$ cat src/rtl/irq_bank_pkg.sv
package irq_bank_pkg;
  localparam int DATA_W   = 32;
  localparam int N_BANK   = 2;
  localparam int N_PERIPH = DATA_W * N_BANK;
  localparam int N_LOCAL  = 8;
  localparam int SEL_W    = 7;
  localparam int ADDR_W   = 8;
  localparam int N_DUP    = 11;
  localparam int DUP_LSB  = 10;

  localparam logic [ADDR_W-1:0] OFF_SUMMARY = 8'h00;
  localparam logic [ADDR_W-1:0] OFF_PEND_LO = 8'h04;
  localparam logic [ADDR_W-1:0] OFF_PEND_HI = 8'h08;
  localparam logic [ADDR_W-1:0] OFF_FAST    = 8'h0C;
  localparam logic [ADDR_W-1:0] OFF_SET_LO  = 8'h10;
  localparam logic [ADDR_W-1:0] OFF_SET_HI  = 8'h14;
  localparam logic [ADDR_W-1:0] OFF_SET_LOC = 8'h18;
  localparam logic [ADDR_W-1:0] OFF_CLR_LO  = 8'h1C;
  localparam logic [ADDR_W-1:0] OFF_CLR_HI  = 8'h20;
  localparam logic [ADDR_W-1:0] OFF_CLR_LOC = 8'h24;

  // peripheral source mirrored into summary bit DUP_LSB+k
  function automatic int dup_src(input int k);
    case (k)
      0: return 7;    1: return 9;    2: return 10;   3: return 18;
      4: return 19;   5: return 53;   6: return 54;   7: return 55;
      8: return 56;   9: return 57;   default: return 62;
    endcase
  endfunction
endpackage

$ cat src/rtl/irq_en_bank.sv
module irq_en_bank #(
  parameter int W = 32
) (
  input  logic         clk_i,
  input  logic         rst_ni,
  input  logic         set_i,
  input  logic         clr_i,
  input  logic [W-1:0] wdata_i,
  output logic [W-1:0] en_o
);
  logic [W-1:0] en_q;

  always_ff @(posedge clk_i or negedge rst_ni) begin
    if (!rst_ni)    en_q <= '0;
    else if (set_i) en_q <= en_q | wdata_i;
    else if (clr_i) en_q <= en_q & ~wdata_i;
  end

  assign en_o = en_q;


  set_bits_chk: assert property (@(posedge clk_i) disable iff (!rst_ni)
    (set_i && !clr_i) |=> ((en_o & $past(wdata_i)) == $past(wdata_i)));

  clr_bits_chk: assert property (@(posedge clk_i) disable iff (!rst_ni)
    (clr_i && !set_i) |=> ((en_o & $past(wdata_i)) == '0));

  idle_hold_chk: assert property (@(posedge clk_i) disable iff (!rst_ni)
    (!set_i && !clr_i) |=> $stable(en_o));
endmodule

$ cat src/rtl/irq_fast_route.sv
module irq_fast_route
  import irq_bank_pkg::*;
(
  input  logic [N_PERIPH-1:0] periph_lvl_i,
  input  logic [N_LOCAL-1:0]  local_lvl_i,
  input  logic                fast_en_i,
  input  logic [SEL_W-1:0]    fast_sel_i,
  output logic                fast_raw_o
);
  localparam int PW = $clog2(N_PERIPH);
  localparam int LW = $clog2(N_LOCAL);
  localparam logic [SEL_W-1:0] SEL_LOC_LO = SEL_W'(N_PERIPH);
  localparam logic [SEL_W-1:0] SEL_LOC_HI = SEL_W'(N_PERIPH + N_LOCAL);

  logic [SEL_W-1:0] loc_idx;
  assign loc_idx = fast_sel_i - SEL_LOC_LO;

  always_comb begin
    fast_raw_o = 1'b0;
    if (fast_en_i) begin
      if (fast_sel_i < SEL_LOC_LO)      fast_raw_o = periph_lvl_i[fast_sel_i[PW-1:0]];
      else if (fast_sel_i < SEL_LOC_HI) fast_raw_o = local_lvl_i[loc_idx[LW-1:0]];
    end
  end
endmodule

$ cat src/rtl/irq_rd_mux.sv
module irq_rd_mux
  import irq_bank_pkg::*;
(
  input  logic                rd_i,
  input  logic [ADDR_W-1:0]   addr_i,
  input  logic [N_PERIPH-1:0] pend_i,
  input  logic [N_LOCAL-1:0]  local_pend_i,
  input  logic [N_PERIPH-1:0] en_periph_i,
  input  logic [N_LOCAL-1:0]  en_local_i,
  input  logic                fast_en_i,
  input  logic [SEL_W-1:0]    fast_sel_i,
  output logic [DATA_W-1:0]   rdata_o
);
  logic [DATA_W-1:0] summary;
  logic [DATA_W-1:0] en_loc_w;

  assign en_loc_w = DATA_W'(en_local_i);

  always_comb begin
    summary = '0;
    summary[N_LOCAL-1:0] = local_pend_i;
    summary[N_LOCAL]     = |pend_i[DATA_W-1:0];
    summary[N_LOCAL+1]   = |pend_i[N_PERIPH-1:DATA_W];
    for (int k = 0; k < N_DUP; k++) summary[DUP_LSB+k] = pend_i[dup_src(k)];
  end

  always_comb begin
    rdata_o = '0;
    if (rd_i) begin
      case (addr_i)
        OFF_SUMMARY: rdata_o = summary;
        OFF_PEND_LO: rdata_o = pend_i[DATA_W-1:0];
        OFF_PEND_HI: rdata_o = pend_i[N_PERIPH-1:DATA_W];
        OFF_FAST:    rdata_o = DATA_W'({fast_en_i, fast_sel_i});
        OFF_SET_LO:  rdata_o = en_periph_i[DATA_W-1:0];
        OFF_SET_HI:  rdata_o = en_periph_i[N_PERIPH-1:DATA_W];
        OFF_SET_LOC: rdata_o = en_loc_w;
        OFF_CLR_LO:  rdata_o = ~en_periph_i[DATA_W-1:0];
        OFF_CLR_HI:  rdata_o = ~en_periph_i[N_PERIPH-1:DATA_W];
        OFF_CLR_LOC: rdata_o = ~en_loc_w;
        default:     rdata_o = '0;
      endcase
    end
  end
endmodule

$ cat src/rtl/irq_bank_ctrl.sv
module irq_bank_ctrl
  import irq_bank_pkg::*;
(
  input  logic                clk_i,
  input  logic                rst_ni,
  input  logic [N_PERIPH-1:0] periph_lvl_i,
  input  logic [N_LOCAL-1:0]  local_lvl_i,
  input  logic                reg_wr_i,
  input  logic                reg_rd_i,
  input  logic [ADDR_W-1:0]   reg_addr_i,
  input  logic [DATA_W-1:0]   reg_wdata_i,
  output logic [DATA_W-1:0]   reg_rdata_o,
  output logic                irq_o,
  output logic                fast_irq_o
);
  logic [N_PERIPH-1:0] en_periph;
  logic [N_LOCAL-1:0]  en_local;
  logic [N_PERIPH-1:0] pend;
  logic [N_LOCAL-1:0]  local_pend;
  logic                fast_en_q;
  logic [SEL_W-1:0]    fast_sel_q;
  logic                fast_raw;
  logic                irq_q, fast_q;

  for (genvar b = 0; b < N_BANK; b++) begin : g_bank
    localparam logic [ADDR_W-1:0] SET_OFF = OFF_SET_LO + ADDR_W'(4 * b);
    localparam logic [ADDR_W-1:0] CLR_OFF = OFF_CLR_LO + ADDR_W'(4 * b);
    irq_en_bank #(.W(DATA_W)) u_en (
      .clk_i   (clk_i),
      .rst_ni  (rst_ni),
      .set_i   (reg_wr_i && reg_addr_i == SET_OFF),
      .clr_i   (reg_wr_i && reg_addr_i == CLR_OFF),
      .wdata_i (reg_wdata_i),
      .en_o    (en_periph[b*DATA_W +: DATA_W])
    );
  end

  irq_en_bank #(.W(N_LOCAL)) u_en_loc (
    .clk_i   (clk_i),
    .rst_ni  (rst_ni),
    .set_i   (reg_wr_i && reg_addr_i == OFF_SET_LOC),
    .clr_i   (reg_wr_i && reg_addr_i == OFF_CLR_LOC),
    .wdata_i (reg_wdata_i[N_LOCAL-1:0]),
    .en_o    (en_local)
  );

  always_ff @(posedge clk_i or negedge rst_ni) begin
    if (!rst_ni) begin
      fast_en_q  <= 1'b0;
      fast_sel_q <= '0;
    end else if (reg_wr_i && reg_addr_i == OFF_FAST) begin
      fast_en_q  <= reg_wdata_i[SEL_W];
      fast_sel_q <= reg_wdata_i[SEL_W-1:0];
    end
  end

  assign pend       = periph_lvl_i & en_periph;
  assign local_pend = local_lvl_i & en_local;

  irq_fast_route u_fast (
    .periph_lvl_i (periph_lvl_i),
    .local_lvl_i  (local_lvl_i),
    .fast_en_i    (fast_en_q),
    .fast_sel_i   (fast_sel_q),
    .fast_raw_o   (fast_raw)
  );

  irq_rd_mux u_rd (
    .rd_i         (reg_rd_i),
    .addr_i       (reg_addr_i),
    .pend_i       (pend),
    .local_pend_i (local_pend),
    .en_periph_i  (en_periph),
    .en_local_i   (en_local),
    .fast_en_i    (fast_en_q),
    .fast_sel_i   (fast_sel_q),
    .rdata_o      (reg_rdata_o)
  );

  always_ff @(posedge clk_i or negedge rst_ni) begin
    if (!rst_ni) begin
      irq_q  <= 1'b0;
      fast_q <= 1'b0;
    end else begin
      irq_q  <= (|pend) | (|local_pend);
      fast_q <= fast_raw;
    end
  end

  assign irq_o      = irq_q;
  assign fast_irq_o = fast_q;


  fast_off_chk: assert property (@(posedge clk_i) disable iff (!rst_ni)
    !fast_en_q |=> !fast_irq_o);

  fast_range_chk: assert property (@(posedge clk_i) disable iff (!rst_ni)
    (fast_en_q && fast_sel_q >= SEL_W'(N_PERIPH + N_LOCAL)) |=> !fast_irq_o);

  irq_idle_chk: assert property (@(posedge clk_i) disable iff (!rst_ni)
    ((periph_lvl_i & en_periph) == '0 && (local_lvl_i & en_local) == '0) |=> !irq_o);

  irq_cause_chk: assert property (@(posedge clk_i) disable iff (!rst_ni)
    ((local_lvl_i & en_local) != '0) |=> irq_o);
endmodule

$ cat config.mk
export PLATFORM = sky130hd
export DESIGN_NAME = irq_bank_ctrl
export DESIGN_NICKNAME = d
export VERILOG_FILES = /design/src/rtl/irq_bank_pkg.sv /design/src/rtl/irq_en_bank.sv /design/src/rtl/irq_fast_route.sv /design/src/rtl/irq_rd_mux.sv /design/src/rtl/irq_bank_ctrl.sv
export SDC_FILE = /design/constraint.sdc
export NUM_CORES = 1
export LEC_CHECK = 0
export ABC_AREA = 0
export BUFFER_PORTS_ARGS = -buffer_cell sky130_fd_sc_hd__buf_2
export CORE_MARGIN = 5
export CORE_UTILIZATION = 59
export DETAILED_ROUTE_END_ITERATION = 8
export HOLD_SLACK_MARGIN = 0.08
export PLACE_DENSITY = 0.87
export SLEW_MARGIN = 20
export SYNTH_ARGS = -nofsm -noshare
export SYNTH_HDL_FRONTEND = slang
export SYNTH_SLANG_ARGS = --single-unit
$ cat constraint.sdc
create_clock -name clk_i -period 3.8 [get_ports clk_i]
set_input_delay 0.38 -clock clk_i [delete_from_list [all_inputs] [get_ports clk_i]]
set_output_delay 0.38 -clock clk_i [all_outputs]
set_load 0.02 [all_outputs]
-- Word level (Yosys, flattened, before mapping)
Cells that the tools add are included.
- register bits: 82
- input bits: 116
- output and inout port bits: 34
- logic and storage cells: 65
- $add $sub $neg: 1
- magnitude comparators: 4
- equality and inequality tests: 9
- multiplexer cells: 15
- bitwise gates (word level): 14
- reduce and logical (&&, ||, !) cells: 15
- operators with widths (cell ; number):
    one-hot mux 32 bit (10 select lines) ; 1
    2-to-1 mux 32 bit ; 5
    NOT 32 bit ; 3
    bitwise AND 32 bit ; 2
    bitwise AND 64 bit ; 1
    bitwise OR 32 bit ; 2
    OR reduction 32 bit ; 2
    OR reduction 64 bit ; 1
    equality test 8 x 5 -> 1 bit, second input constant ; 4
    NOT 8 -> 32 bit ; 1
    bitwise AND 8 bit ; 2
    equality test 8 x 4 -> 1 bit, second input constant ; 2
    equality test 8 x 6 -> 1 bit, second input constant ; 2
    2-to-1 mux 8 bit ; 2
    less-than comparator 7 bit, second input constant ; 2
    equality test 8 x 3 -> 1 bit, second input constant ; 1
    zero test 8 bit ; 1
    NOT 8 bit ; 1
    bitwise OR 8 bit ; 1
    OR reduction 8 bit ; 1
    logical AND 1 bit ; 7
    less-than comparator 6 x 7 -> 1 bit, second input constant ; 1
    binary-select mux 1 bit (select 6 bit) ; 1
    nonzero test 2 bit ; 3
    other kinds (5) ; 9

-- Logic depth before layout (Yosys ltp)
- depth after elaboration: 6
- gate-level depth with buffers: 8
- depth with buffers taken out: 5

-- Cells and area by module
From an unflattened synthesis, not the netlist that was laid out.
- cells, all modules: 767
- area total of the unflattened synthesis: 6806.5 µm²
- by module, submodules not included (module ; times used ; cells each ; area an instance (µm²) ; seq. area each (µm²)):
    irq_en_bank (g_bank[0].u_en ...) ; 2 ; 102 ; 1249.9 ; 800.8
    irq_rd_mux ; 1 ; 353 ; 2229.6 ; 0.0
    irq_bank_ctrl ; 1 ; 134 ; 1122.3 ; 250.2
    irq_fast_route ; 1 ; 50 ; 641.9 ; 0.0
    irq_en_bank (u_en_loc) ; 1 ; 26 ; 312.8 ; 200.2

-- Least setup slack after synthesis
Ideal clock, no wire load.
- kind: input to output
- start: in reg_addr_i[1]
- end: out reg_rdata_o[31]
- arrival: 1.952 ns
- data required time: 3.420 ns
- slack: 1.468 ns
- stages: 7
- path buffers: 3
- cell sequence: buf_2 or4b_1 buf_2 nor2_4 buf_2 o21ai_0 a31oi_1
- longest elaborated chain between the ends: 3
- elaborated cells between the ends (all ways): 12
- classes of those cells: eq/ne: 9; mux: 2; reduce/logical: 1
- RTL lines (element ; line ; RTL):
    start, declared ; irq_bank_ctrl.sv:10 ; input logic [ADDR_W-1:0] reg_addr_i,
    equality test 8 x 6 -> 1 bit, or another cell as far along ; irq_rd_mux.sv:30 ; case (addr_i)
    one-hot mux 32 bit (10 select lines) (*) ; irq_rd_mux.sv:30 ;
    2-to-1 mux 32 bit (*) ; irq_rd_mux.sv:29 ; if (rd_i) begin
    end, declared ; irq_bank_ctrl.sv:12 ; output logic [DATA_W-1:0] reg_rdata_o,
Every way passes the cells marked *; elsewhere a longest branch is shown, timed or not.

-- Worst setup path after layout
- start: in reg_addr_i[4]
- end: out reg_rdata_o[9]
The elaborated chain is that of the path after synthesis.

==> impl_metrics.yaml <==
min_path:
  min-delay-path-class: "in -> reg"
  hold_depth: 2
  min_from: "reg_wdata_i[25]"
yosys:
  synth_mux_area_share_pct: 9.819
  syn_area_per_cell_um2: 8.797
  synth.distinct_cells: 60
  synth_adder_area_share_pct: 0
  syn-cell-area_mm2: 0.006307
  ys_seq_area_share_pct: 32.53
  synthFlopType: "dfrtp_1"
  synth.net_count: 833
  synth_edf_count: 0
  ys_seq_elements: 82
  synth_compound_gate_area_share_pct: 31.40
  synth_top_family_by_area: "compound AO/OA/AOI/OAI gates"
  ys_top_cells_by_area: "dfrtp_1 (33%), a22o_1 (12%), nand2_1 (6.5%), mux4_2 (6.4%), a31oi_1 (3.4%)"
  yosys_warnings: 0
  synthSimpleGateAreaFrac_pct: 21.58
  synth-xor-area-share_pct: 0
  ys_async_sr_fraction_pct: 100.0
  synth_top_area_share_pct: 32.53
  yosysTopAreaCell: "dfrtp_1"
  synth_cells: 717
critical_path:
  critPathBufInv: 3
  regToRegSetupSlack_ns: 1.35
  crit_top_cell: "buf_2"
  critPathArrivalTime_ns: 2.89
  crit_path_start_kind: "input port"
  crit_family: "simple AND/OR/NAND/NOR gates"
  reg2reg_to: "fast_irq_o"
  path_cells: "buf_2, or4b_1, nor2_8, o21ai_2, buf_4, a31oi_1, buf_2"
  cp_slowest_stage_delay_ns: 0.82
  r2r_cells: 5
  cp_data_required_time_ns: 3.42
  worst_path_max_delay_cell: "or4b_1"
  end_kind: "output port"
  crit_type: "in -> out"
  critical_path.max_fanout: 34
  r2r_start: "fast_sel_q[2]"
place:
  dpl_cell_area_mm2: 0.007113
  place_congestion: 1.082
  port_buffers: 149
  hpwlAfterDp_mm: 20.48
floorplanning:
  rows: 37
  die_w_um: 113.4
  io-pin-count: 150
  die-area_mm2: 0.01286
  die_h_um: 113.4
  start_util_pct: 60.82
  core_area_mm2: 0.01037
sta:
  fin_setup_tns_ns: 0
  max_freq_mhz: 306.1
  min_period_ns: 3.267
  worstMarginPinSlew_ns: 0.9318
  fin_crit_sh_pct: 85.98
  setup_viol: 0
  grt_setup_unrepaired: "false"
  fin_skew_ns: 0.02865
  relSlewSlack_pct: 37.88
  final-hold-violation-count: 0
  finalMaxSlewViolations: 0
  timing.hold.ws_ns: 0.2248
final_layout:
  seq_area_mm2: 0.002052
  drive_gt1_share_pct: 26.95
  nets: 957
  fillers: 813
  syn2layout_area_growth_pct: 16.35
  multiInputGateArea_mm2: 0.003985
  final_area_mm2: 0.007338
detailed_routing:
  drtIter0Drc: 1485
  drtAntennaViolNets: 0
  via_per_inst: 7.848
  finalWirelength_mm: 28.30
  vias: 7715
  first_pass_iters: 9
  routedWlPerCell_um: 28.79
  drc_errors: 21
job:
  drv_cap: 0
clock_network:
  numClockSinks: 82
  clk_pin_slew_ns: 0.12
  cts_buffer_depth: 2
  cts_tree: "built"
  cts_root_buf: "clkbuf_8"
  cts-htree-levels: 3
  numCtsBuffers: 9
  clk_latency_ns: 0.42
power:
  power_density_mw_per_mm2: 287.5
  vdd_drop_max_v: 0.0004049
  power.leakage_nw: 3.152
  total_power_mw: 2.110
status:
  violations: "DRC"
  outcome: "finished with violations"
grt:
  grt_start_max_net_pins: 83
  grt_overflow: 0
  first_global_vias: 7357
  antenna_found_initial: 0
  grt_use_total_pct: 43.82
  grt_pass1_wl_mm: 42.59
[worst reg2reg max path: stages (launching register included)]
cell and delay [ns]:
dfrtp_1 0.96, mux4_2 0.63, mux2i_1 0.36, nand3_1 0.13, nand4_1 0.11, o2111ai_1 0.13
[kinds of logic after synthesis]
group                  Yosys count
AOI/OAI and AO/OA              273
muxes                           38
DFF                             82
and+or+nand+nor                265
buffers and inverters           59
[how the worst max path moves through the flow]
| stage | depth (start not counted) | from | to | slack [ns] |
|---|---|---|---|---|
| CTS | 7 | reg_addr_i[4] | reg_rdata_o[9] | 0.67 |
| finish | 7 | reg_addr_i[4] | reg_rdata_o[9] | 0.53 |
| floorplan | 7 | reg_addr_i[1] | reg_rdata_o[31] | 1.47 |
| global route | 7 | reg_addr_i[4] | reg_rdata_o[14] | 0.54 |
| global placement | 7 | reg_addr_i[4] | reg_rdata_o[9] | 0.71 |
| detailed placement | 7 | reg_addr_i[4] | reg_rdata_o[9] | 0.66 |
[cells in the final DEF, fill, tap and decap left out, types with 25 or more instances in the layout]
master	count
nand2_1	109
dfrtp_1	82
a22o_1	85
nor2_1	40
and3_1	25
buf_2	148
a21oi_1	31
nand3_1	38
o21ai_0	34
a31oi_1	34
[layer usage]
metal	up-vias	part of all wire (%)	global-route usage [%]
met5	-	0	0
met3	228	16	14.96
li1	3077	-	-
met4	0	6.7	23.40
met2	836	42	63.59
met1	3574	36	57.90
[cells in the mapped netlist, drive strengths merged, types with 3 or more instances]
library cell and number:
dfrtp 82, nor2b 5, buf 40, a41oi 3, nand3b 6, a311oi 8, o21ai 41, mux2i 9
a22o 85, a221oi 12, a22oi 18, a21oi 31, nor2 45, nor4b 4, mux2 11, or4b 3
nand2 110, a31oi 34, mux4 18, nand4 7, a2111oi 5, clkbuf 17, and3 25, and2 3
a21o 10, or3 3, nand3 38, and3b 3, o22ai 7, a211oi 4, nor3 5, o2111ai 3
[timing repair]
action | in CTS | in global routing
endpoints found under the hold margin | 0 | 12
hold buffers | 0 | 1
buffers inserted | 0 | 0
resized for setup | 0 | 0
[where the power goes]
group	total, mW	internal (mW)	switching [mW]
logic	0.409	0.168	0.241
clock network	0.709	0.329	0.380
registers	0.992	0.916	0.0759
total	2.11	1.41	0.696
[area by class of cell]
cell class | instances | share of cell area [%]
diodes | 1 | 0.03410
clock buffers | 10 | 1.876
clock inverters | 6 | 0.9719
inverters | 2 | 0.1023
multi-input cells | 576 | 54.31
flip-flops and latches | 82 | 27.96
well taps | 136 | 2.319
repair buffers | 170 | 12.43
[per-stage QoR]
stage	util (%)	setup WS, ns	instances
after floorplan	-	1.468	717
after global placement	68.59	0.7126	965
after detailed placement	68.59	0.6648	965
after CTS	70.61	0.6739	981
after global routing	70.74	0.5407	982
final	70.77	0.5329	983
(Power assumes the default switching activity.)
